**config.mk**
```make
export PLATFORM = sky130hd
export DESIGN_NAME = spi_irq_ctrl
export DESIGN_NICKNAME = d
export VERILOG_FILES = /design/src/rtl/spi_irq_pkg.sv /design/src/rtl/spi_irq_sticky.sv /design/src/rtl/spi_irq_level.sv /design/src/rtl/spi_irq_regs.sv /design/src/rtl/spi_irq_ctrl.sv
export SDC_FILE = /design/constraint.sdc
export NUM_CORES = 1
export LEC_CHECK = 0
export BUFFER_PORTS_ARGS = -buffer_cell sky130_fd_sc_hd__buf_2
export CAP_MARGIN = 25
export CORE_MARGIN = 2
export CORE_UTILIZATION = 52
export CTS_CLUSTER_SIZE = 40
export DETAILED_ROUTE_END_ITERATION = 10
export HOLD_SLACK_MARGIN = 0.12
export PLACE_DENSITY = 0.76
export SETUP_SLACK_MARGIN = 0.4
export SLEW_MARGIN = 20
export SYNTH_ARGS = -nofsm -noshare
export SYNTH_HDL_FRONTEND = slang
export SYNTH_HIERARCHICAL = 1
export SYNTH_SLANG_ARGS = --single-unit
```
**constraint.sdc**
```tcl
create_clock -name clk -period 1.91 [get_ports clk]
set_input_delay 0.0955 -clock clk [delete_from_list [all_inputs] [get_ports clk]]
set_output_delay 0.0955 -clock clk [all_outputs]
set_load 0.03 [all_outputs]
```
**src/rtl/spi_irq_pkg.sv**
```systemverilog
package spi_irq_pkg;
    localparam int STAT_W = 7;

    localparam int B_RX_OVF  = 0;
    localparam int B_MODE    = 1;
    localparam int B_TX_ROOM = 2;
    localparam int B_TX_FULL = 3;
    localparam int B_RX_DATA = 4;
    localparam int B_RX_FULL = 5;
    localparam int B_TX_UNF  = 6;

    localparam int N_STICKY = 3;

    typedef enum logic [2:0] {
        A_STATUS   = 3'd0,
        A_MASK_SET = 3'd1,
        A_MASK_CLR = 3'd2,
        A_MASK     = 3'd3,
        A_TX_THR   = 3'd4,
        A_RX_THR   = 3'd5
    } reg_addr_e;
endpackage

```
**src/rtl/spi_irq_sticky.sv**
```systemverilog
module spi_irq_sticky #(
    parameter int N = 3
) (
    input  logic         clk,
    input  logic         rst_n,
    input  logic [N-1:0] ev,
    input  logic [N-1:0] clr,
    output logic [N-1:0] q
);
    typedef enum logic {S_CLEAR = 1'b0, S_SET = 1'b1} flag_e;

    generate
        for (genvar i = 0; i < N; i++) begin : g_flag
            flag_e st, st_nx;

            always_comb begin
                st_nx = st;
                unique case (st)
                    S_CLEAR: if (ev[i]) st_nx = S_SET;
                    S_SET:   if (clr[i] && !ev[i]) st_nx = S_CLEAR;
                    default: st_nx = S_CLEAR;
                endcase
            end

            always_ff @(posedge clk) begin
                if (!rst_n) st <= S_CLEAR;
                else        st <= st_nx;
            end

            assign q[i] = (st == S_SET);

            assert_event_sets_R2: assert property (@(posedge clk) disable iff (!rst_n)
                ev[i] |=> q[i]);
            assert_hold_without_clear_R3: assert property (@(posedge clk) disable iff (!rst_n)
                (q[i] && !clr[i]) |=> q[i]);
            assert_set_beats_clear_R4: assert property (@(posedge clk) disable iff (!rst_n)
                (ev[i] && clr[i]) |=> q[i]);
            assert_no_spurious_set_R2: assert property (@(posedge clk) disable iff (!rst_n)
                (!q[i] && !ev[i]) |=> !q[i]);
        end
    endgenerate
endmodule

```
**src/rtl/spi_irq_level.sv**
```systemverilog
module spi_irq_level #(
    parameter int CNT_W = 6
) (
    input  logic [CNT_W-1:0] tx_count,
    input  logic [CNT_W-1:0] rx_count,
    input  logic [CNT_W-1:0] tx_thr,
    input  logic [CNT_W-1:0] rx_thr,
    output logic             tx_room,
    output logic             rx_data
);
    always_comb begin
        tx_room = (tx_count <  tx_thr);
        rx_data = (rx_count >= rx_thr);
    end
endmodule

```
**src/rtl/spi_irq_regs.sv**
```systemverilog
module spi_irq_regs
    import spi_irq_pkg::*;
#(
    parameter int DATA_W = 8,
    parameter int CNT_W  = 6
) (
    input  logic              clk,
    input  logic              rst_n,
    input  logic              wr,
    input  logic [2:0]        addr,
    input  logic [DATA_W-1:0] wdata,
    output logic [STAT_W-1:0] mask,
    output logic [CNT_W-1:0]  tx_thr,
    output logic [CNT_W-1:0]  rx_thr
);
    localparam logic [CNT_W-1:0] THR_RST = CNT_W'(1);

    logic [STAT_W-1:0] wbits;
    logic              wr_set, wr_clr, wr_tx, wr_rx;

    always_comb begin
        wbits  = wdata[STAT_W-1:0];
        wr_set = wr && (addr == A_MASK_SET);
        wr_clr = wr && (addr == A_MASK_CLR);
        wr_tx  = wr && (addr == A_TX_THR);
        wr_rx  = wr && (addr == A_RX_THR);
    end

    always_ff @(posedge clk) begin
        if (!rst_n) begin
            mask   <= '0;
            tx_thr <= THR_RST;
            rx_thr <= THR_RST;
        end else begin
            if (wr_set)      mask <= mask | wbits;
            else if (wr_clr) mask <= mask & ~wbits;
            if (wr_tx) tx_thr <= wdata[CNT_W-1:0];
            if (wr_rx) rx_thr <= wdata[CNT_W-1:0];
        end
    end

    assert_mask_set_R8: assert property (@(posedge clk) disable iff (!rst_n)
        wr_set |=> ((mask & $past(wbits)) == $past(wbits)));
    assert_mask_clr_R8: assert property (@(posedge clk) disable iff (!rst_n)
        wr_clr |=> ((mask & $past(wbits)) == '0));
    assert_mask_still_R8: assert property (@(posedge clk) disable iff (!rst_n)
        (!wr_set && !wr_clr) |=> $stable(mask));
    assert_thr_still_R11: assert property (@(posedge clk) disable iff (!rst_n)
        (!wr_tx && !wr_rx) |=> ($stable(tx_thr) && $stable(rx_thr)));
endmodule

```
**src/rtl/spi_irq_ctrl.sv**
```systemverilog
module spi_irq_ctrl
    import spi_irq_pkg::*;
#(
    parameter int DEPTH  = 32,
    parameter int DATA_W = 8,
    localparam int CNT_W = $clog2(DEPTH + 1)
) (
    input  logic              clk,
    input  logic              rst_n,
    input  logic [2:0]        bus_addr,
    input  logic              bus_wr,
    input  logic [DATA_W-1:0] bus_wdata,
    output logic [DATA_W-1:0] bus_rdata,
    input  logic [CNT_W-1:0]  tx_count,
    input  logic [CNT_W-1:0]  rx_count,
    input  logic              tx_full,
    input  logic              rx_full,
    input  logic              ev_tx_underflow,
    input  logic              ev_rx_overflow,
    input  logic              ev_mode_fault,
    output logic              irq
);
    logic [STAT_W-1:0]   mask, status;
    logic [CNT_W-1:0]    tx_thr, rx_thr;
    logic                tx_room, rx_data;
    logic [N_STICKY-1:0] st_ev, st_clr, st_q;
    logic                wr_status;

    always_comb begin
        wr_status = bus_wr && (bus_addr == A_STATUS);
        st_ev  = {ev_tx_underflow, ev_mode_fault, ev_rx_overflow};
        st_clr = wr_status ? {bus_wdata[B_TX_UNF], bus_wdata[B_MODE], bus_wdata[B_RX_OVF]}
                           : '0;
    end

    spi_irq_sticky #(.N(N_STICKY)) u_sticky (
        .clk(clk), .rst_n(rst_n), .ev(st_ev), .clr(st_clr), .q(st_q)
    );

    spi_irq_level #(.CNT_W(CNT_W)) u_level (
        .tx_count(tx_count), .rx_count(rx_count),
        .tx_thr(tx_thr), .rx_thr(rx_thr),
        .tx_room(tx_room), .rx_data(rx_data)
    );

    spi_irq_regs #(.DATA_W(DATA_W), .CNT_W(CNT_W)) u_regs (
        .clk(clk), .rst_n(rst_n), .wr(bus_wr), .addr(bus_addr),
        .wdata(bus_wdata), .mask(mask), .tx_thr(tx_thr), .rx_thr(rx_thr)
    );

    always_comb begin
        status             = '0;
        status[B_RX_OVF]   = st_q[0];
        status[B_MODE]     = st_q[1];
        status[B_TX_UNF]   = st_q[2];
        status[B_TX_ROOM]  = tx_room;
        status[B_TX_FULL]  = tx_full;
        status[B_RX_DATA]  = rx_data;
        status[B_RX_FULL]  = rx_full;
    end

    assign irq = |(mask & status);

    always_comb begin
        bus_rdata = '0;
        case (bus_addr)
            A_STATUS: bus_rdata = DATA_W'(status);
            A_MASK:   bus_rdata = DATA_W'(mask);
            A_TX_THR: bus_rdata = DATA_W'(tx_thr);
            A_RX_THR: bus_rdata = DATA_W'(rx_thr);
            default:  bus_rdata = '0;
        endcase
    end

    assert_underflow_sticks_R2: assert property (@(posedge clk) disable iff (!rst_n)
        ev_tx_underflow |=> status[B_TX_UNF]);
    assert_irq_needs_mask_R9: assert property (@(posedge clk) disable iff (!rst_n)
        (mask == '0) |-> !irq);
endmodule

```
# Yosys cells after proc, flatten, opt, wreduce, memory -nomap -nowiden
# Cells that the tools add are included.
[word_totals]
ff_bits = 22
latch_bits = 0
ramBits = 0
mem_bits_ro = 0
in_bits = 31
out_inout_bits = 9
mem_count = 0
[classes]
add_sub_neg = 0
mul = 0
n_div = 0
order_cmp = 2
eq_ne = 5
shift = 0
muxes = 13
n_bitwise = 7
n_reduce_logical = 14
[ops]
columns = ["cell", "count"]
rows = [
  ["case mux 7 bit (4 select lines)", 1],
  ["AND 7 bit", 2],
  ["two-way mux 7 bit", 2],
  ["logical AND 1 bit", 8],
  ["inverter 7 bit", 1],
  ["bitwise OR 7 bit", 1],
  ["OR reduction 7 bit", 1],
  ["equality test 3 x 2 -> 1 bit (second input constant)", 2],
  ["equality test 3 bit (second input constant)", 2],
  ["greater-or-equal comparator 6 bit", 1],
  ["< comparator 6 bit", 1],
  ["two-way mux 1 bit", 6],
  ["case mux 1 bit (2 select lines)", 3],
  ["equality test 3 x 1 -> 1 bit (second input constant)", 1],
  ["zero test 1 bit", 3],
  ["zero test 3 bit", 1],
  ["two-way mux 3 bit", 1],
  ["inverter 1 bit", 3],
  ["nonzero test 2 bit", 1],
]

# Longest topological paths before layout
[logic_depth]
ltp_word = 6
depth_mapped = 7
mapped_depth_nobuf = 7

# Cells and area by module
# The synthesis kept the hierarchy.
[by_module_without_submodules]
columns = ["module", "instances", "cells_each", "area_per_inst_um2", "seq_area_each_um2"]
rows = [
  ["spi_irq_regs", 1, 73, 737.0, 380.4],
  ["spi_irq_ctrl", 1, 42, 367.9, 0.0],
  ["spi_irq_level", 1, 36, 261.5, 0.0],
  ["spi_irq_sticky", 1, 12, 146.4, 60.1],
]

# Worst setup path before layout
# No wires, ideal clock.
[synth_timing]
path_kind = "register to output"
start = "register u_regs.tx_thr[5]"
end = "output bus_rdata[2]"
arrival_ns = 1.700
setup_slack_ns = 0.115
path_stages_with_launch = 7
n_path_buf = 0
path_cell_list = "dfxtp_1 -> inv_1 -> ha_1 -> a21oi_1 -> o221a_2 -> or4b_1 -> o211ai_1"
[synth_between]
elab_chain_len = 2
[synth_rtl]
columns = ["element", "line_no", "source"]
rows = [
  ["start: declaration", "spi_irq_regs.sv:13", "output logic [CNT_W-1:0] tx_thr,"],
  ["start signal: assignment", "spi_irq_regs.sv:37", "if (wr_tx) tx_thr <= wdata[CNT_W-1:0];"],
  ["< comparator 6 bit", "spi_irq_level.sv:12", "tx_room = (tx_count < tx_thr);"],
  ["via tx_room", "spi_irq_ctrl.sv:25", "logic tx_room, rx_data;"],
  ["case mux 7 bit (4 select lines)", "spi_irq_ctrl.sv:66", "case (bus_addr)"],
  ["end: declaration", "spi_irq_ctrl.sv:13", "output logic [DATA_W-1:0] bus_rdata,"],
]
# The timed path passes the listed nets, and every way through them passes these cells.

# Worst setup path after layout
[layout_timing]
start = "register u_regs.rx_thr[4]"
end = "output bus_rdata[4]"
[layout_between]
elab_chain_len = 2
[layout_rtl]
columns = ["element", "line_no", "source"]
rows = [
  ["start: declaration", "spi_irq_regs.sv:14", "output logic [CNT_W-1:0] rx_thr"],
  ["start signal: assignment", "spi_irq_regs.sv:38", "if (wr_rx) rx_thr <= wdata[CNT_W-1:0];"],
  ["greater-or-equal comparator 6 bit", "spi_irq_level.sv:13", "rx_data = (rx_count >= rx_thr);"],
  ["via rx_data", "spi_irq_ctrl.sv:25", ""],
  ["case mux 7 bit (4 select lines)", "spi_irq_ctrl.sv:66", ""],
]
# The timed path passes the listed nets, and every way through them passes these cells.

==> impl_metrics.yaml <==
timing:
  fin_crit_sh_pct: 114
  finalSetupViolCount: 3
  skew_ps: 0
  final.setup.worst_slack_ps: -272
  slew_headroom_pct: 65.5
  drv_slew: 0
  tns_ps: -715
  rsz0062_at_grt: "true"
  fin_crit_ps: 2180
  tightest_slew_ps: 515
  clock.fmax_mhz: 458
  hold_viol: 0
global_routing:
  grt_util_all_layers_pct: 25.9
  grt-ovfl-total: 0
  grt_pass1_vias: 1446
  grt_max_degree: 29
  antenna_found_initial: 0
  grt_pass1_wl_mm: 6.64
finish:
  final_cell_mix: "buf_2, buf_4, nand2_1, dfxtp_2, mux2i_1"
  fin_area_um2: 2120
  finalNetCount: 259
  n_fill_cell: 184
  layout-drive-gt1-share_pct: 48.6
  antenna_cells: 0
  postLayoutCoreUtil_pct: 77.0
  seq_area_um2: 460
  final_common_cell: "buf_2"
  multiInputGateArea_um2: 1100
  synthToLayoutAreaGrowth_pct: 40.3
floorplanning:
  boundaryPins: 40
  die_h_um: 57.9
  core_um2: 2760
  initial_core_util_pct: 54.9
  fp-row-count: 19
  die_area_um2: 3360
  die_w_um: 57.9
route:
  postRouteAntennaNets: 0
  viasPerCell: 6.04
  routed_wl_mm: 4.28
  drc: 0
  vias: 1492
  firstDrtPassIters: 5
  avgRoutedWirePerCell_um: 17.3
  dr.first_iter.drc_count: 87
logic_synthesis:
  syn_nets: 205
  yosys.area_share.simple_pct: 26.6
  syn_inst: 163
  synth_area_um2: 1510
  ys_ff_latch: 22
  ys_warn_count: 6
  synth-compound-area-share_pct: 16.4
  synth_cell_types: 36
  synth-xor-area-share_pct: 0
  synthAdderAreaFrac_pct: 9.10
  avgSynthCellArea_um2: 9.28
  synth.yosys.seq_area_share_pct: 29.1
  synth_top_family_by_area: "simple AND/OR/NAND/NOR gates"
  muxShareOfSynthArea_pct: 8.60
cts:
  clock_latency_ps: 320
  numCtsBuffers: 3
  h-tree-depth: 1
  path_clk_slew_ps: 140
  tritoncts: "done"
  cts_sinks: 22
  clockBufferDepth: 2
  root_buffer: "clkbuf_4"
outcome:
  violations: "setup timing"
  status: "finished, violations left"
critical_path:
  worstSetupPathType: "register to output port"
  startpoint_type: "register"
  required_ps: 1810
  path_max_fanout: 2
  setup.worst_path.end_class: "output port"
  critPathArrivalTime_ps: 2090
pwr:
  internal_power_mw: 0.827
  p_leak_nw: 0.831
  power_switching_mw: 0.305
  p_seq_share_pct: 42.7
  pwr-share-clk_pct: 32.6
  combPwrFrac_pct: 24.7
  powerDensity_nw_per_um2: 533
  switching_share_pct: 27.0
  peakVddDrop_uv: 511
worst_hold_path:
  hold_class: "primary input to register"
placed_design:
  post-place-ws_ps: -41.5
  place_area_um2: 1680
  hpwl_mm: 2.78
  portBuffers: 37
  gp_congestion: 0.808
flow_run:
  drv_cap: 0
worst max-delay path: stages, from the launching register on:
cell      delay, ps
dfxtp_2         360
inv_2            50
ha_4            260
nand4_1         110
o221ai_2        210
or4b_1          470
o211ai_1        120
buf_4           200
cell families (layout without fill, tap and decap cells):
kind of cell	after synthesis	after routing
compound gates	33	33
fa+ha+maj	11	11
buf+inv	25	78
flops	22	22
mux	13	13
other cells	1	1
simple gates	58	58
cells in the mapped netlist:
| library cell | n | area share [%] |
|---|---|---|
| nor2b_1 | 5 | 2.1 |
| nand2_1 | 16 | 4.0 |
| ha_1 | 11 | 9.1 |
| o211ai_1 | 5 | 2.5 |
| nand3_1 | 7 | 2.3 |
| nor4b_1 | 1 | 0.58 |
| or4b_4 | 1 | 0.91 |
| dfxtp_1 | 22 | 29 |
| and2_1 | 3 | 1.2 |
| o21a_1 | 3 | 1.5 |
| clkbuf_1 | 3 | 0.74 |
| buf_2 | 1 | 0.33 |
| nand4_1 | 2 | 0.83 |
| a222oi_1 | 1 | 0.66 |
| nor2b_4 | 3 | 2.7 |
| a32o_1 | 7 | 4.6 |
| nor4bb_1 | 1 | 0.66 |
| o221a_2 | 1 | 0.74 |
| and4bb_2 | 1 | 0.83 |
| inv_1 | 11 | 2.7 |
| buf_6 | 3 | 2.2 |
| or3b_1 | 1 | 0.58 |
| o211ai_2 | 1 | 0.83 |
| o221ai_1 | 1 | 0.58 |
| nand2b_1 | 3 | 1.2 |
| a21oi_1 | 7 | 2.3 |
| nand3b_1 | 1 | 0.50 |
| clkbuf_8 | 1 | 0.91 |
| mux2i_1 | 13 | 8.6 |
| o21ai_0 | 5 | 1.7 |
| a22oi_1 | 2 | 0.99 |
| or4b_1 | 5 | 3.3 |
| nor3b_2 | 1 | 0.83 |
| conb_1 | 1 | 0.25 |
| buf_4 | 6 | 3.0 |
| nand4b_1 | 7 | 4.1 |
final cells by class:
cell class | instances | area share (%)
multi-input combinational | 116 | 52.1
timing repair buffer | 63 | 20.0
clock buffer | 3 | 1.06
sequential | 22 | 21.7
clock inverter | 1 | 1.42
inverter | 11 | 1.95
tap | 31 | 1.83
through the flow:
stage | total power [mW] | std cells | hold slack (ps)
after CTS | 1.09 | 242 | 151
after global placement | 0.678 | 219 | 305
final | 1.13 | 247 | 156
after detailed placement | 0.692 | 219 | 312
after global routing | 1.18 | 247 | 181
after floorplan | 0.628 | 163 | 213
path summary, 6_finish.rpt:
check / cells past startpoint / end / start / slack, ps
min: 2 / u_regs/rx_thr[0] / rst_n / 160
max: 7 / bus_rdata[4] / u_regs/rx_thr[4] / -270
min reg2reg: 2 / u_regs/rx_thr[1] / u_regs/rx_thr[1] / 510
max reg2reg: 4 / u_regs/tx_thr[1] / u_regs/tx_thr[1] / 1050
metal layers:
| layer | wire (um) | GRT usage, % | vias up |
|---|---|---|---|
| met5 | 0 | 0 | - |
| met4 | 64 | 8.64 | 0 |
| met3 | 236 | 2.23 | 7 |
| met2 | 2200 | 47.9 | 57 |
| met1 | 1780 | 31.2 | 718 |
| li1 | - | - | 710 |
what timing repair did:
item                                    4_1_cts  5_1_grt
endpoints found under the setup margin        6        6
setup buffers                                 9        5
pin swaps                                     6       11
gates cloned                                  0        0
hold buffers                                 10        0
hold endpoints to repair                     19        0
gates resized for setup                      27       14
power by group through the flow:
stage | clock network, mW | logic [mW] | registers, mW
5_1_grt | 0.389 | 0.301 | 0.485
3_3_place_gp | 0 | 0.185 | 0.493
2_1_floorplan | 0 | 0.139 | 0.489
3_5_place_dp | 0 | 0.198 | 0.494
4_1_cts | 0.361 | 0.251 | 0.483
6_report | 0.369 | 0.279 | 0.483
(Power assumes the default switching activity.)
